### src/rtl/dsp_irq_pkg.sv
package dsp_irq_pkg;

   // primary status bit positions
   localparam int B_LDD  = 0;
   localparam int B_SOF0 = 1;
   localparam int B_BER  = 2;
   localparam int B_IU0  = 4;
   localparam int B_IU1  = 5;
   localparam int B_OU   = 6;
   localparam int B_QD   = 7;
   localparam int B_EOF0 = 8;
   localparam int B_BS0  = 9;
   localparam int B_SINT = 10;
   localparam int B_RDST = 11;
   localparam int B_CMD  = 12;

   localparam logic [31:0] PRI_CLR     = 32'h0000_0FFF;
   localparam logic [31:0] PRI_IRQ_SRC = 32'h0000_1BF3;
   localparam logic [31:0] BCH_FIELD   = 32'h7000_0000;
   localparam logic [31:0] SEC_CLR     = 32'h003E_3F3F;
   localparam logic [31:0] SEC_MASK_W  = 32'h3F3F_3F3F;

   typedef enum logic [2:0] {
      SEL_CTRL  = 3'd0,
      SEL_PMASK = 3'd1,
      SEL_SMASK = 3'd2,
      SEL_PSTAT = 3'd3,
      SEL_SSTAT = 3'd4
   } wr_sel_e;

   // secondary status positions for channel c (1..6)
   function automatic int sec_sof(input int c); return c - 1;  endfunction
   function automatic int sec_eof(input int c); return c + 7;  endfunction
   function automatic int sec_bs (input int c); return c + 15; endfunction
   function automatic int sec_iu (input int c); return c + 23; endfunction

endpackage

### src/rtl/dsp_irq_evt_dec.sv
module dsp_irq_evt_dec
   import dsp_irq_pkg::*;
#(
   parameter int NUM_CH = 7
) (
   input  logic [2:0]  ev_ch,
   input  logic        ev_sof,
   input  logic        ev_eof,
   input  logic        ev_bs,
   input  logic        ev_iu,
   input  logic        ev_ber,
   input  logic        ev_sof_en,
   input  logic        ev_eof_en,
   input  logic [31:0] pmask,
   input  logic [31:0] smask,
   output logic [31:0] pset,
   output logic [31:0] sset,
   output logic        id_hit
);

   logic ch_ok, sof_g, eof_g, bs_g, iu_g, ber_g;
   logic [NUM_CH-1:0][31:0] p_ch;
   logic [NUM_CH-1:0][31:0] s_ch;
   logic [NUM_CH-1:0]       um_ch;
   logic                    unused_mask_bits;

   assign ch_ok = (ev_ch < 3'(NUM_CH));
   assign sof_g = ev_sof & ev_sof_en & ch_ok;
   assign eof_g = ev_eof & ev_eof_en & ch_ok;
   assign bs_g  = ev_bs  & ch_ok;
   assign iu_g  = ev_iu  & ch_ok;
   assign ber_g = ev_ber & ch_ok;
   assign unused_mask_bits = ^{pmask, smask};

   for (genvar g = 0; g < NUM_CH; g++) begin : g_ch
      logic hit, sof_h, eof_h, bs_h, iu_h;
      assign hit   = (ev_ch == 3'(g));
      assign sof_h = sof_g & hit;
      assign eof_h = eof_g & hit;
      assign bs_h  = bs_g  & hit;
      assign iu_h  = iu_g  & hit;
      if (g == 0) begin : g_prim
         assign p_ch[g] = (32'(sof_h) << B_SOF0) | (32'(eof_h) << B_EOF0)
                        | (32'(bs_h)  << B_BS0)  | (32'(iu_h)  << B_IU0);
         assign s_ch[g] = '0;
         assign um_ch[g] = (sof_h & ~pmask[B_SOF0]) | (eof_h & ~pmask[B_EOF0])
                         | (bs_h & ~pmask[B_BS0]);
      end else begin : g_sec
         if (g == 1) begin : g_iu_prim
            assign p_ch[g] = 32'(iu_h) << B_IU1;
            assign s_ch[g] = (32'(sof_h) << sec_sof(g)) | (32'(eof_h) << sec_eof(g))
                           | (32'(bs_h) << sec_bs(g));
         end else begin : g_iu_sec
            assign p_ch[g] = '0;
            assign s_ch[g] = (32'(sof_h) << sec_sof(g)) | (32'(eof_h) << sec_eof(g))
                           | (32'(bs_h) << sec_bs(g)) | (32'(iu_h) << sec_iu(g));
         end
         assign um_ch[g] = (sof_h & ~smask[sec_sof(g)]) | (eof_h & ~smask[sec_eof(g)])
                         | (bs_h & ~smask[sec_bs(g)]);
      end
   end

   always_comb begin
      pset = '0;
      sset = '0;
      for (int i = 0; i < NUM_CH; i++) begin
         pset = pset | p_ch[i];
         sset = sset | s_ch[i];
      end
      pset[B_BER]  = ber_g;
      pset[30:28]  = ber_g ? ev_ch : 3'd0;
   end

   assign id_hit = (|um_ch) | ber_g;

endmodule

### src/rtl/dsp_irq_w1c.sv
module dsp_irq_w1c #(
   parameter int W = 32
) (
   input  logic         clk,
   input  logic         rst_n,
   input  logic [W-1:0] set_i,
   input  logic [W-1:0] clr_i,
   output logic [W-1:0] q_o,
   output logic [W-1:0] nxt_o
);

   // set wins over clear in the same cycle
   assign nxt_o = (q_o & ~clr_i) | set_i;

   always_ff @(posedge clk or negedge rst_n) begin
      if (!rst_n) q_o <= '0;
      else        q_o <= nxt_o;
   end

endmodule

### src/rtl/dsp_irq_stat.sv
module dsp_irq_stat
   import dsp_irq_pkg::*;
#(
   parameter int NUM_CH = 7,
   parameter int FID_W  = 32
) (
   input  logic             clk,
   input  logic             rst_n,
   input  logic             wr_en,
   input  logic [2:0]       wr_sel,
   input  logic [31:0]      wr_data,
   input  logic [2:0]       ev_ch,
   input  logic [FID_W-1:0] ev_fid,
   input  logic             ev_sof,
   input  logic             ev_eof,
   input  logic             ev_bs,
   input  logic             ev_iu,
   input  logic             ev_ber,
   input  logic             ev_sof_en,
   input  logic             ev_eof_en,
   input  logic             ev_ldd,
   input  logic             ev_ou,
   input  logic             ev_rdst,
   input  logic             ev_cmd,
   output logic [31:0]      stat0_o,
   output logic [31:0]      stat1_o,
   output logic [FID_W-1:0] irq_id_o,
   output logic             irq_o
);

   if (NUM_CH < 2 || NUM_CH > 7) begin : g_bad_ch
      $error("dsp_irq_stat: NUM_CH must be 2..7");
   end
   if (FID_W < 1) begin : g_bad_fid
      $error("dsp_irq_stat: FID_W must be positive");
   end

   logic        en_q;
   logic [31:0] pmask_q, smask_q, pmask_d, smask_d;
   logic        wr_ctrl, wr_pstat, wr_sstat;
   logic [31:0] dec_pset, dec_sset, pset_all, pclr, sclr;
   logic [31:0] p_nxt, s_nxt;
   logic        dec_hit, qd_set, sint_set, irq_d;

   assign wr_ctrl  = wr_en && (wr_sel == SEL_CTRL);
   assign wr_pstat = wr_en && (wr_sel == SEL_PSTAT);
   assign wr_sstat = wr_en && (wr_sel == SEL_SSTAT);

   always_comb begin
      pmask_d = (wr_en && wr_sel == SEL_PMASK) ? (wr_data & PRI_IRQ_SRC) : pmask_q;
      smask_d = (wr_en && wr_sel == SEL_SMASK) ? (wr_data & SEC_MASK_W)  : smask_q;
   end

   always_ff @(posedge clk or negedge rst_n) begin
      if (!rst_n) begin
         en_q    <= 1'b0;
         pmask_q <= '0;
         smask_q <= '0;
      end else begin
         if (wr_ctrl) en_q <= wr_data[0];
         pmask_q <= pmask_d;
         smask_q <= smask_d;
      end
   end

   dsp_irq_evt_dec #(.NUM_CH(NUM_CH)) u_dec (
      .ev_ch     (ev_ch),
      .ev_sof    (ev_sof),
      .ev_eof    (ev_eof),
      .ev_bs     (ev_bs),
      .ev_iu     (ev_iu),
      .ev_ber    (ev_ber),
      .ev_sof_en (ev_sof_en),
      .ev_eof_en (ev_eof_en),
      .pmask     (pmask_q),
      .smask     (smask_q),
      .pset      (dec_pset),
      .sset      (dec_sset),
      .id_hit    (dec_hit)
   );

   assign qd_set   = wr_ctrl & en_q & ~wr_data[0];
   assign sint_set = irq_o & (dec_hit | (ev_rdst & ~pmask_q[B_RDST]));

   always_comb begin
      pset_all         = dec_pset;
      pset_all[B_LDD]  = pset_all[B_LDD] | ev_ldd;
      pset_all[B_OU]   = pset_all[B_OU] | ev_ou;
      pset_all[B_QD]   = pset_all[B_QD] | qd_set;
      pset_all[B_SINT] = pset_all[B_SINT] | sint_set;
      pset_all[B_RDST] = pset_all[B_RDST] | ev_rdst;
      pset_all[B_CMD]  = pset_all[B_CMD] | ev_cmd;
      pclr = wr_pstat ? ((wr_data & PRI_CLR) | (wr_data[B_BER] ? BCH_FIELD : 32'h0)) : 32'h0;
      sclr = wr_sstat ? (wr_data & SEC_CLR) : 32'h0;
   end

   dsp_irq_w1c #(.W(32)) u_pri (
      .clk (clk), .rst_n (rst_n), .set_i (pset_all), .clr_i (pclr),
      .q_o (stat0_o), .nxt_o (p_nxt)
   );

   dsp_irq_w1c #(.W(32)) u_sec (
      .clk (clk), .rst_n (rst_n), .set_i (dec_sset), .clr_i (sclr),
      .q_o (stat1_o), .nxt_o (s_nxt)
   );

   assign irq_d = (|(p_nxt & ~pmask_d & PRI_IRQ_SRC)) | (|(s_nxt & ~smask_d));

   always_ff @(posedge clk or negedge rst_n) begin
      if (!rst_n) begin
         irq_o    <= 1'b0;
         irq_id_o <= '0;
      end else begin
         irq_o <= irq_d;
         if (dec_hit && !irq_o) irq_id_o <= ev_fid;
      end
   end

endmodule

### config.mk
export PLATFORM = sky130hd
export DESIGN_NAME = dsp_irq_stat
export DESIGN_NICKNAME = d
export VERILOG_FILES = /design/src/rtl/dsp_irq_pkg.sv /design/src/rtl/dsp_irq_evt_dec.sv /design/src/rtl/dsp_irq_w1c.sv /design/src/rtl/dsp_irq_stat.sv
export SDC_FILE = /design/constraint.sdc
export NUM_CORES = 1
export LEC_CHECK = 0
export ABC_AREA = 1
export ABC_CLOCK_PERIOD_IN_PS = 3000
export BUFFER_PORTS_ARGS = -buffer_cell sky130_fd_sc_hd__clkbuf_2
export CAP_MARGIN = 40
export CORE_MARGIN = 3
export CORE_UTILIZATION = 59
export DETAILED_ROUTE_END_ITERATION = 8
export GPL_TIMING_DRIVEN = 0
export PLACE_DENSITY = 0.95
export SLEW_MARGIN = 20
export SYNTH_ARGS = -nofsm -noshare
export SYNTH_HDL_FRONTEND = slang
export SYNTH_HIERARCHICAL = 1
export SYNTH_SLANG_ARGS = --single-unit
### constraint.sdc
create_clock -name clk -period 3 [get_ports clk]
set_input_delay 0.3 -clock clk [delete_from_list [all_inputs] [get_ports clk]]
set_output_delay 0.3 -clock clk [all_outputs]
set_load 0.05 [all_outputs]
==> results.txt <==
----------------------------------------------------
[Clock tree]
  Insertion delay of the later-clocked pin in the worst-skew pair ... 0.42 ns
  Total clock buffers created by CTS ... 17
  Cell at the root of the clock tree ... clkbuf_16
  TritonCTS clock tree ... built
  Total number of H-tree levels ... 4
  Clk pin slew, worst setup/hold paths ... 0.06 ns
  Deepest clock path buffer count ... 2
  Sinks on Clock Net ... 140

[Critical path]
  Path depth of the worst reg2reg path ... 9
  Startpoint Class ... input pin
  Arrival time at the worst endpoint ... 2.58 ns
  Crit Reg-Reg Startpoint ... smask_q[18]
  Start point of the critical path ... ev_ch[1]
  CP cell instances ... clkbuf_2 > inv_1 > nand3_1 > nor3_1 > nor2_1 > nand2_1 > nor2_1 > nand2_1 > nand2_1 > buf_1 > mux2_2
  Critical path capture point type ... flip-flop
  Register-to-register setup slack ... 0.81 ns
  Slowest cell on the critical path ... buf_1
  Largest fanout of any net on the critical path ... 10
  CP dominant cell by count ... nand2_1
  Worst Path Class, Setup ... input pin to flip-flop
  Maximum single-stage delay on the critical path ... 0.50 ns
  Required time of the worst setup path ... 3.31 ns
  Capturing point of the worst reg2reg path ... irq_id_o[2]

[Yosys]
  Number of cells produced by synthesis ... 886
  Cell area after technology mapping ... 0.00704 mm²
  Warnings, synthesis ... 6
  Average cell area after synthesis ... 7.94 µm²

[Worst hold path]
  Startpoint of the most critical hold path ... ev_fid[29]
  Worst Hold Path Cells ... 2
  Min-Delay Endpoint ... irq_id_o[29]
  Path category of the worst min-delay check ... input pin to flip-flop

[Power]
  Leakage power figure ... 0.00518 µW
  Maximum ir drop on the vdd rail ... 0.000407 V
  Combinational power share ... 20.9%
  Power Internal ... 3660 µW
  Power share of the sequential group ... 40.5%
  Switch share ... 31.9%
  Reported net switching power ... 1720 µW
  Clock power share ... 38.6%
  Pwr per Cell Area ... 601 mW/mm²

[Routing]
  Length of routed wiring on met1 ... 7150 µm
  Wire per inst ... 15.2 µm
  Drt via density ... 4.97
  Detailed router's first-iteration violation count ... 753
  Total Routed Length ... 19,700 µm
  WL met3 ... 1910 µm
  # DRC ... 0
  Via count ... 6,446
  ANT nets after route ... 0
  1st-pass router iterations ... 6
  Top sig layer ... met4
  Amount of wire on met2 after detailed routing ... 9780 µm

[STA]
  Worst clock skew ... 0.00650 ns
  Final Worst Setup Slack ... 0.726 ns
  Relative slew slack ... 52.7%
  Final setup violation count ... 0
  Minimum clock period after layout ... 2.27 ns
  Pins over their slew limit ... 0
  Final hold vios ... 0
  Unrepaired setup endpoints after global routing ... false
  Worst Hold Slack ... 0.109 ns
  Peak clock frequency supported by timing ... 0.440 GHz
  Final period utilization ... 75.8%
  Worst-margin pin slew ... 0.709 ns

[Floorplan]
  Starting density of the core ... 61.1%
  Count of pins on the block boundary ... 181
  Num rows ... 39
  Die span in y ... 115 µm
  Die boundary width ... 115 µm
  Die Footprint ... 0.0133 mm²
  Std-Cell Core Area ... 0.0115 mm²

[Placement]
  Final weighted congestion in routability-driven placement ... 0.958
  Placed cell area ... 0.00835 mm²
  Minimum setup slack after placement ... 0.411 ns
  Number of buffers added on ports ... 173
  Half-perimeter wire length after placement ... 13,500 µm

[Run status]
  Outcome ... finished, final reports clean

[Global routing]
  Global Route Usage Sum ... 30.4%
  Pin count of the biggest net entering global routing ... 75
  Antenna violations before repair ... 0
  First-pass GRT wire length ... 31,000 µm
  Number of global-route vias before repair ... 6,334
  Grt ovf ... 0

[Cells and area]
  # diodes ... 0
  Share of post-route cells with drive strength above 1 ... 28.9%
  Layout overhead on the synthesized area ... 27.1%
  Nets ... 1,226
  Fin util ... 77.7%
  Cell area after layout ... 0.00895 mm²

[Flow run]
  Max Cap Violations ... 0

----------------------------------------------------
-- critical path: cells and delay by family --
family                 cells  cell delay (ns)
muxes                      1             0.42
and+or+nand+nor            7             1.08
buffers and inverters      3             0.77
-- how the worst max path moves through the flow --
stage,depth (start not counted),endpoint
after floorplan,12,irq_id_o[0]
after global placement,1,u_sec/q_o[30]
after detailed placement,11,irq_id_o[27]
after CTS,11,irq_id_o[27]
after global routing,11,irq_id_o[27]
final,11,irq_id_o[2]
-- layer usage --
metal,track usage (%),up-vias
met2,49.7,389
met4,14.7,0
met3,8.26,86
met5,0,-
met1,37.2,2940
li1,-,3031
-- power by group through the flow --
stage | clock network, µW | registers, µW | logic (µW)
after floorplan | 0 | 2530 | 413
after global routing | 2180 | 2200 | 1210
after global placement | 0 | 2200 | 1050
final | 2080 | 2180 | 1120
after detailed placement | 0 | 2200 | 1080
after CTS | 2090 | 2180 | 1110
-- metrics by stage --
| step | power (µW) | setup TNS, ns | std cells |
|---|---|---|---|
| finish | 5380 | 0 | 1297 |
| global route | 5580 | 0 | 1297 |
| CTS | 5370 | 0 | 1297 |
| detailed placement | 3280 | 0 | 1265 |
| global placement | 3240 | -85.37 | 1264 |
| floorplan | 2940 | 0 | 948 |
-- sequential cells by signal, summed over array words and instances, names as in the netlist --
signal,flops
irq_id_o,32
smask_q,32
u_pri/q_o,32
u_sec/q_o,32
pmask_q,10
en_q,1
irq_o,1
-- cells in the final DEF, fill, tap and decap left out --
cell,count
buf_4,66
bufinv_16,2
nor3_1,5
nand4_1,5
nor2_4,4
inv_1,183
inv_2,3
clkinvlp_4,2
dfrtp_1,140
clkbuf_8,4
nand3_1,74
o22ai_1,1
mux2_2,33
o21bai_1,1
a31o_2,1
nor2_1,78
clkinv_1,1
clkinv_4,3
clkbuf_1,3
nor4_1,1
clkbuf_16,17
a21oi_1,1
dlygate4sd3_1,1
buf_6,1
nor2_2,5
buf_16,1
or2_2,4
nand2_1,255
nand3b_1,5
buf_1,3
buf_2,3
clkbuf_2,172
clkinv_2,3
o21ai_2,3
nand2_2,6
conb_1,64
-- layout make-up --
type | instances | area (µm²)
plain buffers | 75 | 541
clock buffers | 21 | 470
clock inverters | 10 | 116
fillers | 769 | 2570
inverters | 187 | 702
multi-input cells | 546 | 2520
flip-flops and latches | 140 | 3500
well taps | 143 | 179
repair buffers | 175 | 912
-- repair_timing --
item / CTS / global route
gates resized for setup: 0 / 0
endpoints found under the hold margin: 66 / 0
hold buffers: 1 / 0
buffers inserted: 0 / 0
Note: power is estimated with default switching activity, not from simulation.
